==> src/rtl/alu8_pkg.sv <==
package alu8_pkg;
  typedef enum logic [3:0] {
    OP_ADD = 4'd0,
    OP_ADC = 4'd1,
    OP_SUB = 4'd2,
    OP_SBB = 4'd3,
    OP_CMP = 4'd4,
    OP_INR = 4'd5,
    OP_DCR = 4'd6,
    OP_AND = 4'd7,
    OP_XOR = 4'd8,
    OP_OR  = 4'd9
  } alu_op_e;

  typedef enum logic [2:0] {
    CC_NZ = 3'd0,
    CC_Z  = 3'd1,
    CC_NC = 3'd2,
    CC_C  = 3'd3,
    CC_PO = 3'd4,
    CC_PE = 3'd5,
    CC_P  = 3'd6,
    CC_M  = 3'd7
  } cond_e;

  typedef struct packed {
    logic s;
    logic z;
    logic ac;
    logic p;
    logic cy;
  } flags_t;

  localparam int STAT_W   = 8;
  localparam int POS_CY   = 0;
  localparam int POS_ONE  = 1;
  localparam int POS_P    = 2;
  localparam int POS_AC   = 4;
  localparam int POS_Z    = 6;
  localparam int POS_S    = 7;
endpackage

==> src/rtl/alu8_nib_add.sv <==
module alu8_nib_add #(
  parameter int W = 4
) (
  input  logic [W-1:0] x,
  input  logic [W-1:0] y,
  input  logic         cin,
  output logic [W-1:0] sum,
  output logic         cout
);
  assign {cout, sum} = {1'b0, x} + {1'b0, y} + {{W{1'b0}}, cin};
endmodule

==> src/rtl/alu8_core.sv <==
module alu8_core
  import alu8_pkg::*;
#(
  parameter int DATA_W = 8,
  parameter int NIB_W  = 4
) (
  input  alu_op_e           op,
  input  logic [DATA_W-1:0] a,
  input  logic [DATA_W-1:0] b,
  input  flags_t            cur,
  output logic [DATA_W-1:0] res,
  output flags_t            nxt,
  output logic              known,
  output logic              writes_acc
);
  localparam int NIBS = DATA_W / NIB_W;

  logic [DATA_W-1:0] opnd_y;
  logic              cin;
  logic              borrow_mode;
  logic [DATA_W-1:0] sum;
  logic [NIBS:0]     carry;

  always_comb begin
    opnd_y      = b;
    cin         = 1'b0;
    borrow_mode = 1'b0;
    case (op)
      OP_ADD: begin opnd_y = b; cin = 1'b0; end
      OP_ADC: begin opnd_y = b; cin = cur.cy; end
      OP_SUB, OP_CMP: begin opnd_y = ~b; cin = 1'b1; borrow_mode = 1'b1; end
      OP_SBB: begin opnd_y = ~b; cin = ~cur.cy; borrow_mode = 1'b1; end
      OP_INR: begin opnd_y = DATA_W'(1); cin = 1'b0; end
      OP_DCR: begin opnd_y = ~DATA_W'(1); cin = 1'b1; end
      default: begin opnd_y = b; cin = 1'b0; end
    endcase
  end

  assign carry[0] = cin;

  for (genvar g = 0; g < NIBS; g++) begin : g_nib
    alu8_nib_add #(.W(NIB_W)) u_nib (
      .x   (a[g*NIB_W +: NIB_W]),
      .y   (opnd_y[g*NIB_W +: NIB_W]),
      .cin (carry[g]),
      .sum (sum[g*NIB_W +: NIB_W]),
      .cout(carry[g+1])
    );
  end

  always_comb begin
    res        = a;
    nxt        = cur;
    known      = 1'b1;
    writes_acc = 1'b1;
    case (op)
      OP_ADD, OP_ADC, OP_SUB, OP_SBB, OP_CMP: begin
        res    = sum;
        nxt.ac = carry[1];
        nxt.cy = borrow_mode ? ~carry[NIBS] : carry[NIBS];
        if (op == OP_CMP) writes_acc = 1'b0;
      end
      OP_INR, OP_DCR: begin
        res    = sum;
        nxt.ac = carry[1];
        nxt.cy = cur.cy;
      end
      OP_AND: begin res = a & b; nxt.ac = 1'b0; nxt.cy = 1'b0; end
      OP_XOR: begin res = a ^ b; nxt.ac = 1'b0; nxt.cy = 1'b0; end
      OP_OR:  begin res = a | b; nxt.ac = 1'b0; nxt.cy = 1'b0; end
      default: begin
        res        = a;
        known      = 1'b0;
        writes_acc = 1'b0;
      end
    endcase
    if (known) begin
      nxt.s = res[DATA_W-1];
      nxt.z = (res == '0);
      nxt.p = ~^res;
    end
  end
endmodule

==> src/rtl/alu8_flag_reg.sv <==
module alu8_flag_reg
  import alu8_pkg::*;
(
  input  logic              clk,
  input  logic              rst_n,
  input  logic              upd,
  input  flags_t            nxt,
  input  logic              restore,
  input  logic [STAT_W-1:0] status_in,
  output flags_t            flags,
  output logic [STAT_W-1:0] status_out
);
  flags_t loaded;

  always_comb begin
    loaded.cy = status_in[POS_CY];
    loaded.p  = status_in[POS_P];
    loaded.ac = status_in[POS_AC];
    loaded.z  = status_in[POS_Z];
    loaded.s  = status_in[POS_S];
  end

  always_ff @(posedge clk) begin
    if (!rst_n)       flags <= '0;
    else if (restore) flags <= loaded;
    else if (upd)     flags <= nxt;
  end

  always_comb begin
    status_out          = '0;
    status_out[POS_CY]  = flags.cy;
    status_out[POS_ONE] = 1'b1;
    status_out[POS_P]   = flags.p;
    status_out[POS_AC]  = flags.ac;
    status_out[POS_Z]   = flags.z;
    status_out[POS_S]   = flags.s;
  end

  assert_restore_load_R9: assert property (@(posedge clk) disable iff (!rst_n)
    restore |=> (status_out == (($past(status_in) & 8'hD5) | 8'h02)));

  assert_flags_hold_R11: assert property (@(posedge clk) disable iff (!rst_n)
    (!restore && !upd) |=> $stable(flags));
endmodule

==> src/rtl/alu8_cond.sv <==
module alu8_cond
  import alu8_pkg::*;
(
  input  cond_e  cc,
  input  flags_t flags,
  output logic   hit
);
  always_comb begin
    case (cc)
      CC_NZ:   hit = ~flags.z;
      CC_Z:    hit =  flags.z;
      CC_NC:   hit = ~flags.cy;
      CC_C:    hit =  flags.cy;
      CC_PO:   hit = ~flags.p;
      CC_PE:   hit =  flags.p;
      CC_P:    hit = ~flags.s;
      default: hit =  flags.s;
    endcase
  end
endmodule

==> src/rtl/alu8_flag_unit.sv <==
module alu8_flag_unit
  import alu8_pkg::*;
#(
  parameter int DATA_W = 8,
  parameter int NIB_W  = 4
) (
  input  logic              clk,
  input  logic              rst_n,
  input  logic [3:0]        op_i,
  input  logic [DATA_W-1:0] a_i,
  input  logic [DATA_W-1:0] b_i,
  input  logic              exec_i,
  input  logic              restore_i,
  input  logic [7:0]        status_i,
  input  logic [2:0]        cond_i,
  output logic [DATA_W-1:0] result_o,
  output logic              acc_we_o,
  output logic [7:0]        status_o,
  output logic              cond_true_o
);
  flags_t flags_q;
  flags_t flags_nxt;
  logic   op_known;
  logic   op_writes;

  alu8_core #(.DATA_W(DATA_W), .NIB_W(NIB_W)) u_core (
    .op        (alu_op_e'(op_i)),
    .a         (a_i),
    .b         (b_i),
    .cur       (flags_q),
    .res       (result_o),
    .nxt       (flags_nxt),
    .known     (op_known),
    .writes_acc(op_writes)
  );

  alu8_flag_reg u_flags (
    .clk       (clk),
    .rst_n     (rst_n),
    .upd       (exec_i && op_known),
    .nxt       (flags_nxt),
    .restore   (restore_i),
    .status_in (status_i),
    .flags     (flags_q),
    .status_out(status_o)
  );

  alu8_cond u_cond (
    .cc   (cond_e'(cond_i)),
    .flags(flags_q),
    .hit  (cond_true_o)
  );

  assign acc_we_o = exec_i && op_writes;

  assert_keep_carry_R6: assert property (@(posedge clk) disable iff (!rst_n)
    (exec_i && !restore_i && (op_i == OP_INR || op_i == OP_DCR))
      |=> (status_o[0] == $past(status_o[0])));

  assert_logic_clears_R5: assert property (@(posedge clk) disable iff (!rst_n)
    (exec_i && !restore_i && (op_i == OP_AND || op_i == OP_XOR || op_i == OP_OR))
      |=> (!status_o[0] && !status_o[4]));

  assert_cmp_no_write_R7: assert property (@(posedge clk) disable iff (!rst_n)
    (op_i == OP_CMP) |-> !acc_we_o);

  assert_cond_zero_R10: assert property (@(posedge clk) disable iff (!rst_n)
    (cond_i == CC_Z) |-> (cond_true_o == status_o[6]));

  assert_undef_hold_R12: assert property (@(posedge clk) disable iff (!rst_n)
    (!restore_i && op_i >= 4'd10) |=> $stable(status_o));
endmodule

==> config.mk <==
export PLATFORM = sky130hd
export DESIGN_NAME = alu8_flag_unit
export DESIGN_NICKNAME = d
export VERILOG_FILES = /design/src/rtl/alu8_pkg.sv /design/src/rtl/alu8_nib_add.sv /design/src/rtl/alu8_core.sv /design/src/rtl/alu8_flag_reg.sv /design/src/rtl/alu8_cond.sv /design/src/rtl/alu8_flag_unit.sv
export SDC_FILE = /design/constraint.sdc
export NUM_CORES = 1
export LEC_CHECK = 0
export ABC_CLOCK_PERIOD_IN_PS = 4300
export BUFFER_PORTS_ARGS = -buffer_cell sky130_fd_sc_hd__buf_2
export CAP_MARGIN = 25
export CORE_UTILIZATION = 34
export DETAILED_ROUTE_END_ITERATION = 8
export PLACE_DENSITY = 0.64
export REMOVE_ABC_BUFFERS = 1
export SLEW_MARGIN = 20
export SYNTH_ARGS = -nofsm -noshare
export SYNTH_HDL_FRONTEND = slang
export SYNTH_SLANG_ARGS = --single-unit
==> constraint.sdc <==
create_clock -name clk -period 4.3 [get_ports clk]
set_input_delay 0.215 -clock clk [delete_from_list [all_inputs] [get_ports clk]]
set_output_delay 0.215 -clock clk [all_outputs]
set_load 0.02 [all_outputs]
==> run_results.csv <==
group,metric,value,unit
logic_synthesis,synth_cell_types,50,
timing,timing_hold_violations_final,0,
critical_path,crit_path_end_kind,"register",
routing,wl,4560,um
clocking,cts_resized,0,
die,rows,24,
min_path,hp-class,"in -> reg",
critical_path,regToRegStartpoint,"u_flags.flags[0]$_SDFFE_PN0P_",
die,die-area,5100,sq um
routing,viasPerCell,5.32,
critical_path,crit_path_top_delay_cell,"fa_1",
timing,fin_hold_ws,0.247,ns
min_path,hp-start,"status_i[6]",
die,dieWidth,71.4,um
final_layout,nets,343,
place,numPlacedInstances,324,
critical_path,max_stage_delay,0.41,ns
critical_path,critPathRequiredTime,4.40,ns
final_layout,fin_cells,329,
grt,overflow,0,
final_layout,n_antenna_cell,0,
critical_path,start_kind,"register",
routing,via_count,1751,
die,ios,53,
timing,fin_worst_skew,0.00175,ns
clocking,holdBufCountCts,0,
logic_synthesis,avgSynthCellArea,7.44,sq um
power,ir_worst_vdd,0.125,mV
clocking,clockRootBuffer,"clkbuf_8",
clocking,cts_buffer_depth,2,
final_layout,reg.largest.list,"u_flags.flags x5",
critical_path,ff2ff_path_depth,19,
critical_path,r2r-end,"u_flags.flags[1]$_SDFFE_PN0P_",
timing,slew-limit-headroom,52.3,%
grt,antenna_found_initial,0,
timing,fmax,0.248,GHz
logic_synthesis,syn_inst,220,
final_layout,largest_reg_flops,5,
critical_path,arrival,4.13,ns
place,place_area,2000,sq um
final_layout,finish.utilization,45.5,%
logic_synthesis,yosysWarnings,0,
critical_path,cp_max_fo,3,
routing,wl_per_cell,13.9,um
critical_path,regToRegSetupSlack,0.27,ns
final_layout,finalInstanceArea,2050,sq um
place,place_hpwl,3740,um
clocking,clkLatencyLatePin,0.22,ns
critical_path,crit_chain,"o21ai_0 -> a21oi_1 -> nor2_1 -> fa_1 -> fa_1 -> a21o_1 -> a21o_1 -> fa_1 -> inv_1 -> fa_1 -> xnor2_1 -> a222oi_1 -> buf_4 -> ha_1 -> xor2_1 -> xnor2_1 -> nor2_1 -> a21oi_1 -> a21oi_1",
power,p_leak,1.06,nW
logic_synthesis,synth_edf_count,0,
die,start_util,36.3,%
timing,fin_crit_sh,93.6,%
final_layout,drive_above_1_share,30.3,%
grt,grt_pass1_vias,1616,
critical_path,crit_type,"reg -> reg",
job,cap_viol_max_count,0,
logic_synthesis,synth-seq-area-share,6.12,%
outcome,violations,"design-rule violations",
clocking,post_cts_buffers,0,
timing,rsz0062_at_grt,"false",
timing,worstMarginPinSlew,0.712,ns
die,die-height,71.4,um
timing,post-route-min-period,4.03,ns
place,port_buffers,46,
routing,dr.first_iter.drc_count,103,
outcome,status,"complete, but fails checks",
critical_path,crit_family,"adder cells",
clocking,path_clk_slew,0.04,ns
min_path,worstHoldEndpoint,"u_flags.flags[3]$_SDFFE_PN0P_",
grt,grt_max_degree,14,
min_path,whs_path_depth,2,
logic_synthesis,synth-seq-cells,5,
clocking,cts_tree,"yes",
clocking,cts.sinks,5,
routing,ant_nets,0,
power,power.density,225,nW/um^2
logic_synthesis,synth_area,1640,sq um
grt,grt_pass1_wl,7600,um
logic_synthesis,ys_async_sr_fraction,0,%
routing,firstDrtPassIters,6,
critical_path,path_buf_inv,2,
timing,slew_violations,0,
critical_path,cpMostUsedCell,"fa_1",
place,gp_congestion,0.772,
timing,setup_tns,0,ns
grt,grtUsageTotal,18.5,%
routing,drc_errors,1,
logic_synthesis,synth-main-ff-cell,"dfxtp_1",
clocking,h-tree-depth,1,
clocking,numCtsBuffers,3,
final_layout,syn_to_final_growth,25.2,%
final_layout,top_register,"u_flags.flags",
timing,setup_violations,0,
final_layout,fillers,480,
die,core_area,4500,sq um
==> worst max-delay path by stage <==
stage	from	endpoint	slack [ns]	cells after the start
finish	u_flags.flags[0]$_SDFFE_PN0P_	u_flags.flags[1]$_SDFFE_PN0P_	0.27	19
global route	u_flags.flags[0]$_SDFFE_PN0P_	u_flags.flags[1]$_SDFFE_PN0P_	0.05	20
CTS	op_i[2]	u_flags.flags[1]$_SDFFE_PN0P_	0.17	19
detailed placement	op_i[2]	u_flags.flags[1]$_SDFFE_PN0P_	-0.03	19
global placement	op_i[2]	u_flags.flags[1]$_SDFFE_PN0P_	0.01	20
floorplan	op_i[2]	u_flags.flags[1]$_SDFFE_PN0P_	0.25	17
==> Yosys cell counts (4+ instances only) <==
master,number,area (sq um)
nor2_1,14,52.6
xnor2_1,7,61.3
inv_1,26,97.6
o221a_2,6,67.6
a21o_1,6,45.0
fa_1,4,80.1
dfxtp_1,5,100
a31oi_1,4,25.0
buf_4,5,37.5
o211ai_1,7,52.6
nand3_1,4,20.0
mux2i_1,4,40.0
buf_2,4,20.0
o21ai_0,12,60.1
ha_1,26,325
nand2_1,22,82.6
a21oi_1,17,85.1
==> metrics by stage <==
| stage | total power, mW | setup slack (ns) |
|---|---|---|
| after global routing | 0.498 | 0.0508 |
| after global placement | 0.364 | 0.0107 |
| after CTS | 0.459 | 0.167 |
| after detailed placement | 0.369 | -0.0282 |
| after floorplan | 0.252 | 0.249 |
| final | 0.460 | 0.275 |
==> cells in the final DEF, fill, tap and decap left out, types with 4 or more instances in the layout <==
cell | synthesis | final
a31oi_1 | 4 | 4
ha_1 | 26 | 26
fa_1 | 4 | 4
a21o_1 | 6 | 6
dfxtp_1 | 5 | 5
nand3_1 | 4 | 4
o221a_2 | 6 | 6
o21ai_0 | 12 | 12
xnor2_1 | 7 | 7
nor2_1 | 14 | 14
inv_1 | 26 | 26
a21oi_1 | 17 | 17
buf_4 | 5 | 20
mux2i_1 | 4 | 4
buf_2 | 4 | 46
nand2_1 | 22 | 22
o211ai_1 | 7 | 7
==> report_power, final <==
group	internal, mW	switching, mW	leakage, nW	total (mW)
Sequential	0.0514	0.00346	0.0416	0.0549
Combinational	0.145	0.171	0.994	0.316
Clock	0.0638	0.0248	0.0228	0.0886
==> layer usage <==
layer	vias up	part of all wire, %	track usage [%]
met5	-	0	0
met4	0	0	2.00
met3	0	5.7	2.39
met2	61	49	32.6
met1	798	46	24.8
li1	892	-	-
==> kinds of logic after synthesis <==
| family | after synthesis | share of synthesized area [%] |
|---|---|---|
| AND/OR/NAND/NOR | 58 | 17.3 |
| multiplexers | 6 | 4.51 |
| XOR/XNOR | 10 | 5.35 |
| buffers and inverters | 41 | 12.2 |
| flip-flops | 5 | 6.12 |
| AO/OA/AOI/OAI | 68 | 29.3 |
| other | 2 | 0.459 |
| adder cells (fa/ha/maj) | 30 | 24.8 |
==> cell type report <==
class                   instances  area (sq um)  area share (%)
flip-flops and latches          5           100            4.89
well taps                      52          65.1            3.18
clock buffers                   4          45.0            2.20
multi-input cells             175          1340            65.4
repair buffers                 67           400            19.5
inverters                      26          97.6            4.76
(Power assumes the default switching activity.)
